[config.mk]
export PLATFORM = sky130hd
export DESIGN_NAME = irq_ctrl_top
export DESIGN_NICKNAME = d
export VERILOG_FILES = /design/src/rtl/irq_pkg.sv /design/src/rtl/irq_flag_bank.sv /design/src/rtl/irq_enable_regs.sv /design/src/rtl/irq_combine.sv /design/src/rtl/irq_ctrl_top.sv
export SDC_FILE = /design/constraint.sdc
export NUM_CORES = 1
export LEC_CHECK = 0
export ABC_AREA = 1
export BUFFER_PORTS_ARGS = -buffer_cell sky130_fd_sc_hd__buf_2
export CELL_PAD_IN_SITES_DETAIL_PLACEMENT = 1
export CELL_PAD_IN_SITES_GLOBAL_PLACEMENT = 1
export CORE_ASPECT_RATIO = 0.8
export CORE_MARGIN = 1
export CORE_UTILIZATION = 39
export DETAILED_ROUTE_END_ITERATION = 6
export GPL_ROUTABILITY_DRIVEN = 1
export PLACE_DENSITY = 0.88
export SYNTH_ARGS = -nofsm -noshare
export SYNTH_HDL_FRONTEND = slang
export SYNTH_SLANG_ARGS = --single-unit
[constraint.sdc]
create_clock -name clk -period 1.7 [get_ports clk]
set_input_delay 0.085 -clock clk [delete_from_list [all_inputs] [get_ports clk]]
set_output_delay 0.085 -clock clk [all_outputs]
set_load 0.1 [all_outputs]
[src/rtl/irq_pkg.sv]
package irq_pkg;
  localparam int CORE_N = 3;
  localparam int PER_N  = 8;
  localparam int REG_W  = 8;
  localparam int RX_POS = 5;
  localparam int TX_POS = 4;

  typedef enum logic [1:0] {
    SEL_CORE = 2'd0,
    SEL_PEN  = 2'd1,
    SEL_PFL  = 2'd2,
    SEL_NONE = 2'd3
  } reg_sel_e;

  // Next value of one flag: a hardware set beats every clear.
  function automatic logic flag_next(logic cur, logic hw_set, logic sw_we,
                                     logic sw_val, logic aclr);
    if (hw_set)     return 1'b1;
    else if (aclr)  return 1'b0;
    else if (sw_we) return sw_val;
    else            return cur;
  endfunction

  // Next global enable: acknowledge first, then return, then software.
  function automatic logic glob_next(logic cur, logic ack, logic reti,
                                     logic sw_we, logic sw_val);
    if (ack)        return 1'b0;
    else if (reti)  return 1'b1;
    else if (sw_we) return sw_val;
    else            return cur;
  endfunction
endpackage

[src/rtl/irq_flag_bank.sv]
module irq_flag_bank #(
  parameter int          N         = 8,
  parameter logic [N-1:0] AUTO_MASK = '0
) (
  input  logic         clk,
  input  logic         rst_n,
  input  logic [N-1:0] evt,
  input  logic         sw_we,
  input  logic [N-1:0] sw_data,
  input  logic [N-1:0] aclr,
  output logic [N-1:0] flag
);
  for (genvar i = 0; i < N; i++) begin : g_bit
    logic bit_q;
    logic sw_ok;
    logic ac_ok;
    assign sw_ok = sw_we & ~AUTO_MASK[i];
    assign ac_ok = aclr[i] & AUTO_MASK[i];
    always_ff @(posedge clk or negedge rst_n) begin
      if (!rst_n) bit_q <= 1'b0;
      else        bit_q <= irq_pkg::flag_next(bit_q, evt[i], sw_ok, sw_data[i], ac_ok);
    end
    assign flag[i] = bit_q;
  end

  // an event leaves its flag set, regardless of any clear.
  a_r2_evt_latches: assert property (@(posedge clk) disable iff (!rst_n)
    (evt != '0) |=> ((flag & $past(evt)) == $past(evt)));
  // strobe on an auto bit without an event clears it.
  a_r5_strobe_clears: assert property (@(posedge clk) disable iff (!rst_n)
    ((aclr & ~evt & AUTO_MASK) != '0) |=> ((flag & $past(aclr & ~evt & AUTO_MASK)) == '0));
  // no event, no write, no strobe: flags hold.
  a_r3_flags_hold: assert property (@(posedge clk) disable iff (!rst_n)
    (evt == '0 && !sw_we && aclr == '0) |=> $stable(flag));
  // software 1 on a writable bit sets it.
  a_r10_sw_sets: assert property (@(posedge clk) disable iff (!rst_n)
    (sw_we && ((sw_data & ~AUTO_MASK) != '0)) |=>
      ((flag & $past(sw_data & ~AUTO_MASK)) == $past(sw_data & ~AUTO_MASK)));
endmodule

[src/rtl/irq_enable_regs.sv]
module irq_enable_regs #(
  parameter int NC    = 3,
  parameter int NP    = 8,
  parameter int REG_W = 8
) (
  input  logic          clk,
  input  logic          rst_n,
  input  logic          core_we,
  input  logic          pen_we,
  input  logic [REG_W-1:0] wr_data,
  input  logic          ack,
  input  logic          reti,
  output logic          glob_en,
  output logic          grp_en,
  output logic [NC-1:0] core_en,
  output logic [NP-1:0] per_en
);
  localparam int GLB_POS = 2*NC + 1;
  localparam int GRP_POS = 2*NC;
  localparam int EN_LO   = NC;

  always_ff @(posedge clk or negedge rst_n) begin
    if (!rst_n) begin
      glob_en <= 1'b0;
      grp_en  <= 1'b0;
      core_en <= '0;
      per_en  <= '0;
    end else begin
      glob_en <= irq_pkg::glob_next(glob_en, ack, reti, core_we, wr_data[GLB_POS]);
      if (core_we) begin
        grp_en  <= wr_data[GRP_POS];
        core_en <= wr_data[EN_LO +: NC];
      end
      if (pen_we) per_en <= wr_data[NP-1:0];
    end
  end

  a_r7_ack_drops_global: assert property (@(posedge clk) disable iff (!rst_n)
    ack |=> !glob_en);
  a_r8_reti_raises_global: assert property (@(posedge clk) disable iff (!rst_n)
    (reti && !ack) |=> glob_en);
endmodule

[src/rtl/irq_combine.sv]
module irq_combine #(
  parameter int NC = 3,
  parameter int NP = 8
) (
  input  logic          clk,
  input  logic          rst_n,
  input  logic          glob_en,
  input  logic          grp_en,
  input  logic [NC-1:0] core_en,
  input  logic [NC-1:0] core_fl,
  input  logic [NP-1:0] per_en,
  input  logic [NP-1:0] per_fl,
  output logic          core_hit,
  output logic          per_hit,
  output logic          irq
);
  assign core_hit = |(core_en & core_fl);
  assign per_hit  = grp_en & (|(per_en & per_fl));
  assign irq      = glob_en & (core_hit | per_hit);

  a_r6_needs_global: assert property (@(posedge clk) disable iff (!rst_n)
    irq |-> glob_en);
  a_r6_core_path: assert property (@(posedge clk) disable iff (!rst_n)
    (glob_en && ((core_en & core_fl) != '0)) |-> irq);
  a_r6_group_gate: assert property (@(posedge clk) disable iff (!rst_n)
    (!grp_en && ((core_en & core_fl) == '0)) |-> !irq);
endmodule

[src/rtl/irq_ctrl_top.sv]
module irq_ctrl_top #(
  parameter int CORE_N = irq_pkg::CORE_N,
  parameter int PER_N  = irq_pkg::PER_N,
  parameter int REG_W  = irq_pkg::REG_W,
  parameter int RX_POS = irq_pkg::RX_POS,
  parameter int TX_POS = irq_pkg::TX_POS
) (
  input  logic              clk,
  input  logic              rst_n,
  input  logic [CORE_N-1:0] core_evt,
  input  logic [PER_N-1:0]  per_evt,
  input  logic              rxd_read,
  input  logic              txd_write,
  input  logic [1:0]        reg_sel,
  input  logic              wr_en,
  input  logic [REG_W-1:0]  wr_data,
  output logic [REG_W-1:0]  rd_data,
  input  logic              ack,
  input  logic              reti,
  output logic              irq
);
  import irq_pkg::*;

  localparam logic [PER_N-1:0] PER_AUTO = (PER_N'(1) << RX_POS) | (PER_N'(1) << TX_POS);

  logic              wr_core, wr_pen, wr_pfl;
  logic              glob_en, grp_en;
  logic [CORE_N-1:0] core_en, core_fl;
  logic [PER_N-1:0]  per_en, per_fl, per_aclr;
  logic              core_hit, per_hit;

  assign wr_core = wr_en && (reg_sel == SEL_CORE);
  assign wr_pen  = wr_en && (reg_sel == SEL_PEN);
  assign wr_pfl  = wr_en && (reg_sel == SEL_PFL);

  always_comb begin
    per_aclr         = '0;
    per_aclr[RX_POS] = rxd_read;
    per_aclr[TX_POS] = txd_write;
  end

  irq_flag_bank #(.N(CORE_N), .AUTO_MASK('0)) u_core_flags (
    .clk(clk), .rst_n(rst_n), .evt(core_evt), .sw_we(wr_core),
    .sw_data(wr_data[CORE_N-1:0]), .aclr('0), .flag(core_fl));

  irq_flag_bank #(.N(PER_N), .AUTO_MASK(PER_AUTO)) u_per_flags (
    .clk(clk), .rst_n(rst_n), .evt(per_evt), .sw_we(wr_pfl),
    .sw_data(wr_data[PER_N-1:0]), .aclr(per_aclr), .flag(per_fl));

  irq_enable_regs #(.NC(CORE_N), .NP(PER_N), .REG_W(REG_W)) u_enables (
    .clk(clk), .rst_n(rst_n), .core_we(wr_core), .pen_we(wr_pen),
    .wr_data(wr_data), .ack(ack), .reti(reti), .glob_en(glob_en),
    .grp_en(grp_en), .core_en(core_en), .per_en(per_en));

  irq_combine #(.NC(CORE_N), .NP(PER_N)) u_combine (
    .clk(clk), .rst_n(rst_n), .glob_en(glob_en), .grp_en(grp_en),
    .core_en(core_en), .core_fl(core_fl), .per_en(per_en), .per_fl(per_fl),
    .core_hit(core_hit), .per_hit(per_hit), .irq(irq));

  always_comb begin
    unique case (reg_sel)
      SEL_CORE: rd_data = {glob_en, grp_en, core_en, core_fl};
      SEL_PEN:  rd_data = per_en;
      SEL_PFL:  rd_data = per_fl;
      default:  rd_data = '0;
    endcase
  end

  // the request falls right after an acknowledge.
  a_r7_irq_falls_on_ack: assert property (@(posedge clk) disable iff (!rst_n)
    ack |=> !irq);
  // a write to select 3 leaves the core register unchanged.
  a_r9_sel3_write_inert: assert property (@(posedge clk) disable iff (!rst_n)
    (wr_en && reg_sel == SEL_NONE && !ack && !reti && core_evt == '0) |=>
      $stable({glob_en, grp_en, core_en, core_fl}));
endmodule

==> out/qor.txt, run 1 <==
Fmax achieved -> 641 MHz
post-DP HPWL -> 2.68 mm
wire per inst -> 15.8 µm
TritonCTS Buffers -> 3
CP max stage cell -> dfrtp_1
die height -> 52.3 µm
first-pass GRT wire length -> 6.24 mm
crit end category -> primary output
power density over the cells -> 1040 mW/mm²
gpl congestion -> 0.840
Fin. Hold Viols -> 0
gr usage total -> 25.3%
CTS tree -> done
largest net degree at the start of global routing -> 25
ANT cells -> 0
clock buffer depth -> 2
RSZ-0062 raised after global routing -> no
Arrival @ worst endpoint -> 1.48 ns
Max-slew headroom -> 59.9%
hold_ws -> 0.00552 ns
Final Cycle Share -> 91.8%
clock power share -> 28.9%
clk root buf -> clkbuf_8
total of max-cap violations -> 0
Slew @ Worst Pin -> 0.601 ns
switching part of the total -> 35.0%
vias -> 1198
Max stage delay on crit path -> 0.39 ns
Final Net Count -> 220
P_leak -> 0.867 nW
Setup Fix Bufs, Post-CTS -> 0
Detailed Route Iter0 Violations -> 78
Synth Net Count -> 177
synth top area cells -> dfrtp_1 49%, nand2_1 15%, inv_1 6.4%
share of layout cells above drive strength 1 -> 27.7%
boundary pin count -> 37
Synth area leader -> dfrtp_1
drt pass-1 iters -> 4
Final Skew -> 0 ns
Worst path most repeated cell -> nand2_1
vias in the first global route -> 1341
initial antenna violation count -> 0
Skew-Pair Late Insertion Delay -> 0.27 ns
Routed WL -> 3.62 mm
P_int -> 1.14 mW
Final min period -> 1.56 ns
worst min-delay path category -> primary input to flop
CP max FO -> 3
Worst EP required -> 1.62 ns
vias per cell -> 5.23
DRT antenna net count -> 0
sequential-to-total area share from yosys stat -> 48.7%
# H-tree levels -> 1
critical path class -> flop to primary output
cell count after synthesis -> 149
NetSw -> 0.612 mW
number of different library cells in the post-synthesis netlist -> 21
row cnt -> 17
# DRC -> 0
Clock transition at path regs -> 0.09 ns
Fillers -> 352
Setup Viol. Count Final -> 0
die area -> 0.00339 mm²
Comb power frac -> 32.2%
Initial Utilization -> 43.0%
clock sink count -> 24
DIE WIDTH -> 64.9 µm
VDD IR-drop max -> 0.000575 V
GR Overflow Total -> 0
Buffers on Ports -> 36
Post-Syn Area -> 0.00123 mm²
final core utilization -> 58.7%
Worst setup SP type -> flop
status -> complete, no violations
flops & latches, synth -> 24
Ys Warns -> 0
post-synth top area share -> 48.7%
Layout area overhead -> 36.6%
post-synthesis average cell area -> 8.28 µm²
Core Footprint -> 0.00287 mm²
Pins Over Slew Limit -> 0
crit-path cells -> nand2_1 > nand2_1 > nor2_1 > nand2_1 > nand2_1 > a21oi_2 > clkbuf_4
Flop pwr share -> 38.9%
synthesized netlist by cell type (all sizes together):
| cell | instances |
|---|---|
| or2 | 1 |
| nand3 | 2 |
| a21oi | 11 |
| nor2 | 4 |
| o21bai | 2 |
| a31oi | 1 |
| buf | 3 |
| o221ai | 2 |
| nand2 | 50 |
| dfrtp | 24 |
| clkbuf | 2 |
| inv | 22 |
| o21ai | 19 |
| o211ai | 6 |
logic make-up after synthesis:
logic type / after synthesis / share of synthesized area [%]
simple gates: 57 / 19.7
compound gates: 41 / 21.4
buf+inv: 27 / 10.2
flops: 24 / 48.7
path summary, 6_finish.rpt:
check | slack (ns) | start | to | cells after the start
worst max-delay path | 0.14 | u_enables.per_en[1] | irq | 7
max in group asynchronous | 1.00 | rst_n | u_per_flags.g_bit[1].bit_q | 2
min in group asynchronous | 0.32 | rst_n | u_enables.per_en[5] | 2
worst min register to register | 0.52 | u_enables.core_en[2] | u_enables.core_en[2] | 2
worst min-delay path | 0.006 | per_evt[5] | u_per_flags.g_bit[5].bit_q | 2
worst max register to register | 0.91 | u_core_flags.g_bit[0].bit_q | u_core_flags.g_bit[0].bit_q | 2
metal layers:
metal | wire (µm) | GRT usage [%]
met1 | 1640 | 31.0
met2 | 1820 | 44.6
met3 | 143 | 6.09
met4 | 18 | 6.30
met5 | 0 | 0
registers in the layout, indices dropped and copies added, names as in the netlist:
name / cells
u_core_flags.g_bit.bit_q: 3
u_enables.core_en: 3
u_enables.glob_en: 1
u_enables.grp_en: 1
u_enables.per_en: 8
u_per_flags.g_bit.bit_q: 8
layout by cell type, fill, tap and decap left out:
cell type      Yosys  layout
a21oi_1            7       6
a21oi_2            4       5
a31oi_1            1       1
buf_12             1       8
buf_2              1      27
buf_4              0       1
bufinv_16          0       1
clkbuf_4           0       1
clkbuf_8           0       3
dfrtp_1           24      24
dlygate4sd3_1      0       6
inv_1             21      21
inv_4              0       1
nand2_1           50      50
nand3_1            2       2
nor2_1             2       2
nor2_4             1       1
nor2_8             1       1
o211ai_1           6       6
o21ai_0           15      15
o21ai_2            4       4
o21bai_1           2       2
o221ai_1           2       2
or2_1              1       1
power by group through the flow:
| stage | registers (mW) | clock network [mW] | logic (mW) |
|---|---|---|---|
| after global placement | 0.684 | 0 | 0.530 |
| after CTS | 0.679 | 0.510 | 0.565 |
| final | 0.681 | 0.506 | 0.563 |
| after floorplan | 0.675 | 0 | 0.357 |
| after detailed placement | 0.689 | 0 | 0.549 |
| after global routing | 0.688 | 0.532 | 0.601 |
final cells by class:
cell class | count | area (µm²) | area share, %
flip-flops and latches | 24 | 601 | 35.6
inverters | 22 | 85.1 | 5.05
clock inverters | 1 | 30.0 | 1.78
repair buffers | 43 | 370 | 22.0
well taps | 38 | 47.5 | 2.82
multi-input cells | 98 | 510 | 30.3
clock buffers | 3 | 41.3 | 2.45
worst max-delay path, delay by kind of cell, from the launching register on:
| family | cells | cell delay [ns] |
|---|---|---|
| flip-flops | 1 | 0.39 |
| buffers and inverters | 1 | 0.34 |
| AO/OA/AOI/OAI | 1 | 0.11 |
| AND/OR/NAND/NOR | 5 | 0.36 |
per-stage QoR:
stage / setup TNS (ns) / total power [mW] / cell area (µm²) / cells / setup WS (ns)
6_report: 0 / 1.75 / 1690 / 229 / 0.139
2_1_floorplan: -2.62 / 1.03 / 1240 / 149 / -0.389
3_3_place_gp: 0 / 1.21 / 1550 / 219 / 0.387
4_1_cts: 0 / 1.75 / 1680 / 229 / 0.0503
5_1_grt: 0 / 1.82 / 1690 / 229 / 0.0831
3_5_place_dp: 0 / 1.24 / 1550 / 219 / 0.329
timing repair:
action	in CTS	in global routing
hold buffers	6	0
endpoints found under the setup margin	0	1
hold endpoints to repair	29	0
resized for setup	0	1
No activity file was read; power rests on OpenSTA's default activity.
==> run 2, diff against run 1 <==
--- a/config.mk
+++ b/config.mk
@@ -7,14 +7,14 @@
 export LEC_CHECK = 0
 export ABC_AREA = 1
 export BUFFER_PORTS_ARGS = -buffer_cell sky130_fd_sc_hd__buf_2
-export CELL_PAD_IN_SITES_DETAIL_PLACEMENT = 1
-export CELL_PAD_IN_SITES_GLOBAL_PLACEMENT = 1
+export CELL_PAD_IN_SITES_DETAIL_PLACEMENT = 0
+export CELL_PAD_IN_SITES_GLOBAL_PLACEMENT = 2
 export CORE_ASPECT_RATIO = 0.8
 export CORE_MARGIN = 1
-export CORE_UTILIZATION = 39
+export CORE_UTILIZATION = 30
 export DETAILED_ROUTE_END_ITERATION = 6
 export GPL_ROUTABILITY_DRIVEN = 1
-export PLACE_DENSITY = 0.88
+export PLACE_DENSITY = 0.86
 export SYNTH_ARGS = -nofsm -noshare
 export SYNTH_HDL_FRONTEND = slang
 export SYNTH_SLANG_ARGS = --single-unit
==> out/qor.txt, run 2 (synthesized netlist as in run 1, its figures left out) <==
die area -> 0.00437 mm² (+29%)
Setup Fix Bufs, Post-CTS -> 0 (unchanged)
Setup Viol. Count Final -> 0 (unchanged)
Total Power -> 1.61 mW (-7.8%)
critical path class -> flop to primary output
vias -> 1130 (-5.7%)
gpl congestion -> 0.774 (-7.9%)
Initial Utilization -> 31.8% (-11 points)
Final Cycle Share -> 88.0% (-3.9 points)
Buffers on Ports -> 36 (unchanged)
crit end category -> primary output
# H-tree levels -> 1 (unchanged)
routed wl met2 -> 1.41 mm (-23%)
DIE WIDTH -> 73.7 µm (+14%)
gr usage total -> 16.5% (-8.8 points)
dpl ws -> 0.350 ns (+0.0212 ns)
RSZ-0062 raised after global routing -> no
clock sink count -> 24 (unchanged)
die height -> 59.4 µm (+13%)
Multi-input gate area -> 510 µm² (unchanged)
vias in the first global route -> 1133 (-16%)
total of max-cap violations -> 0 (unchanged)
CP max FO -> 3 (unchanged)
Fillers -> 410 (+16%)
Clock transition at path regs -> 0.08 ns (about the same)
status -> complete, no violations
Final Skew -> 0 ns (unchanged)
power density over the cells -> 955 mW/mm² (-8.1%)
Placed Cells -> 236 (+7.8%)
fin cells -> 246 (+7.4%)
ANT cells -> 0 (unchanged)
DRT antenna net count -> 0 (unchanged)
post-DP HPWL -> 2.31 mm (-14%)
commonest non-fill, non-tap cell in the layout -> nand2_1
row cnt -> 20 (+3)
final instance area -> 0.00169 mm² (+0.30%)
Final Net Count -> 220 (unchanged)
Register Area -> 601 µm² (unchanged)
Slew @ Worst Pin -> 0.555 ns (-0.0458 ns)
boundary pin count -> 37 (unchanged)
Layout area overhead -> 37.0%
clk root buf -> clkbuf_8
share of layout cells above drive strength 1 -> 27.7% (unchanged)
Detailed Route Iter0 Violations -> 55 (-29%)
drt pass-1 iters -> 4 (unchanged)
largest net degree at the start of global routing -> 25 (unchanged)
Worst setup SP type -> flop
Routed WL -> 3.09 mm (-15%)
Max-slew headroom -> 63.0% (+3.1 points)
P_leak -> 0.860 nW (-0.80%)
Core Footprint -> 0.00388 mm² (+35%)
worst min-delay path category -> primary input to flop
max layer used -> met4
TritonCTS Buffers -> 3 (unchanged)
wire per inst -> 12.6 µm (-21%)
initial antenna violation count -> 0 (unchanged)
Fin. Hold Viols -> 0 (unchanged)
met3 routed WL -> 181 µm (+27%)
VDD IR-drop max -> 0.000588 V (+2.2%)
Placed Instance Area -> 0.00157 mm² (+1.4%)
Worst EP required -> 1.62 ns (about the same)
# DRC -> 0 (unchanged)
M1 WL -> 1.49 mm (-9.4%)
vias per cell -> 4.59 (-12%)
Arrival @ worst endpoint -> 1.41 ns (-0.07 ns)
CTS tree -> done
Setup WS post-layout -> 0.205 ns (+0.0656 ns)
Fmax achieved -> 669 MHz (+4.4%)
first-pass GRT wire length -> 5.30 mm (-15%)
clock buffer depth -> 2 (unchanged)
Final min period -> 1.50 ns (-0.0656 ns)
Pins Over Slew Limit -> 0 (unchanged)
Skew-Pair Late Insertion Delay -> 0.26 ns (about the same)
Largest regs -> u_enables.per_en x8, u_per_flags.g_bit.bit_q x8
most frequent cells in the layout -> 50 x nand2_1, 27 x buf_2, 24 x dfrtp_1
GR Overflow Total -> 0 (unchanged)
run 2: routing by layer:
metal  global-route usage [%]  vias up
met1                     22.4      536
met2                     26.7       32
met3                     4.76        2
met5                        0        -
li1                         -      560
met4                     2.47        0
run 2: cell type report:
class / instances / share of cell area (%)
flip-flops and latches: 24 / 35.5
multi-input cells: 98 / 30.2
repair buffers: 43 / 21.9
inverters: 22 / 5.03
well taps: 55 / 4.07
clock buffers: 4 / 3.26
run 2: path summary, 6_finish.rpt:
| check | slack [ns] | to | cells after the start | startpoint |
|---|---|---|---|---|
| min in group asynchronous | 0.34 | u_enables.per_en[3] | 2 | rst_n |
| min | 0.009 | u_per_flags.g_bit[2].bit_q | 3 | per_evt[2] |
| max in group asynchronous | 1.00 | u_core_flags.g_bit[1].bit_q | 2 | rst_n |
| min reg2reg | 0.51 | u_enables.per_en[1] | 2 | u_enables.per_en[1] |
| max | 0.20 | irq | 7 | u_enables.per_en[4] |
| max reg2reg | 0.92 | u_core_flags.g_bit[0].bit_q | 2 | u_core_flags.g_bit[0].bit_q |
run 2: report_power, final:
group	switching (mW)	leakage [nW]	total, mW	internal (mW)
registers	0.0443	0.268	0.676	0.631
clock network	0.183	0.0288	0.390	0.207
logic	0.356	0.563	0.548	0.192
run 2: critical path, stage by stage (launching register included):
cell and delay (ns):
dfrtp_1 0.38, nand2_1 0.07, nand2_1 0.08, nor2_1 0.04, nand2_1 0.05, nand2_1 0.06
a21oi_2 0.12, clkbuf_4 0.34
run 2: through the flow:
stage               hold WS (ns)  util [%]  setup TNS [ns]
finish                   0.00865      43.6               0
global route              0.0121      43.6               0
CTS                      0.00297      43.5               0
detailed placement         0.113      40.5               0
global placement           0.107      40.5               0
floorplan                 -0.211         -           -2.62
run 2: timing repair:
item | CTS | global route
endpoints found under the setup margin | 0 | 1
resized for setup | 0 | 1
hold buffers | 6 | 0
hold endpoints to repair | 29 | 0
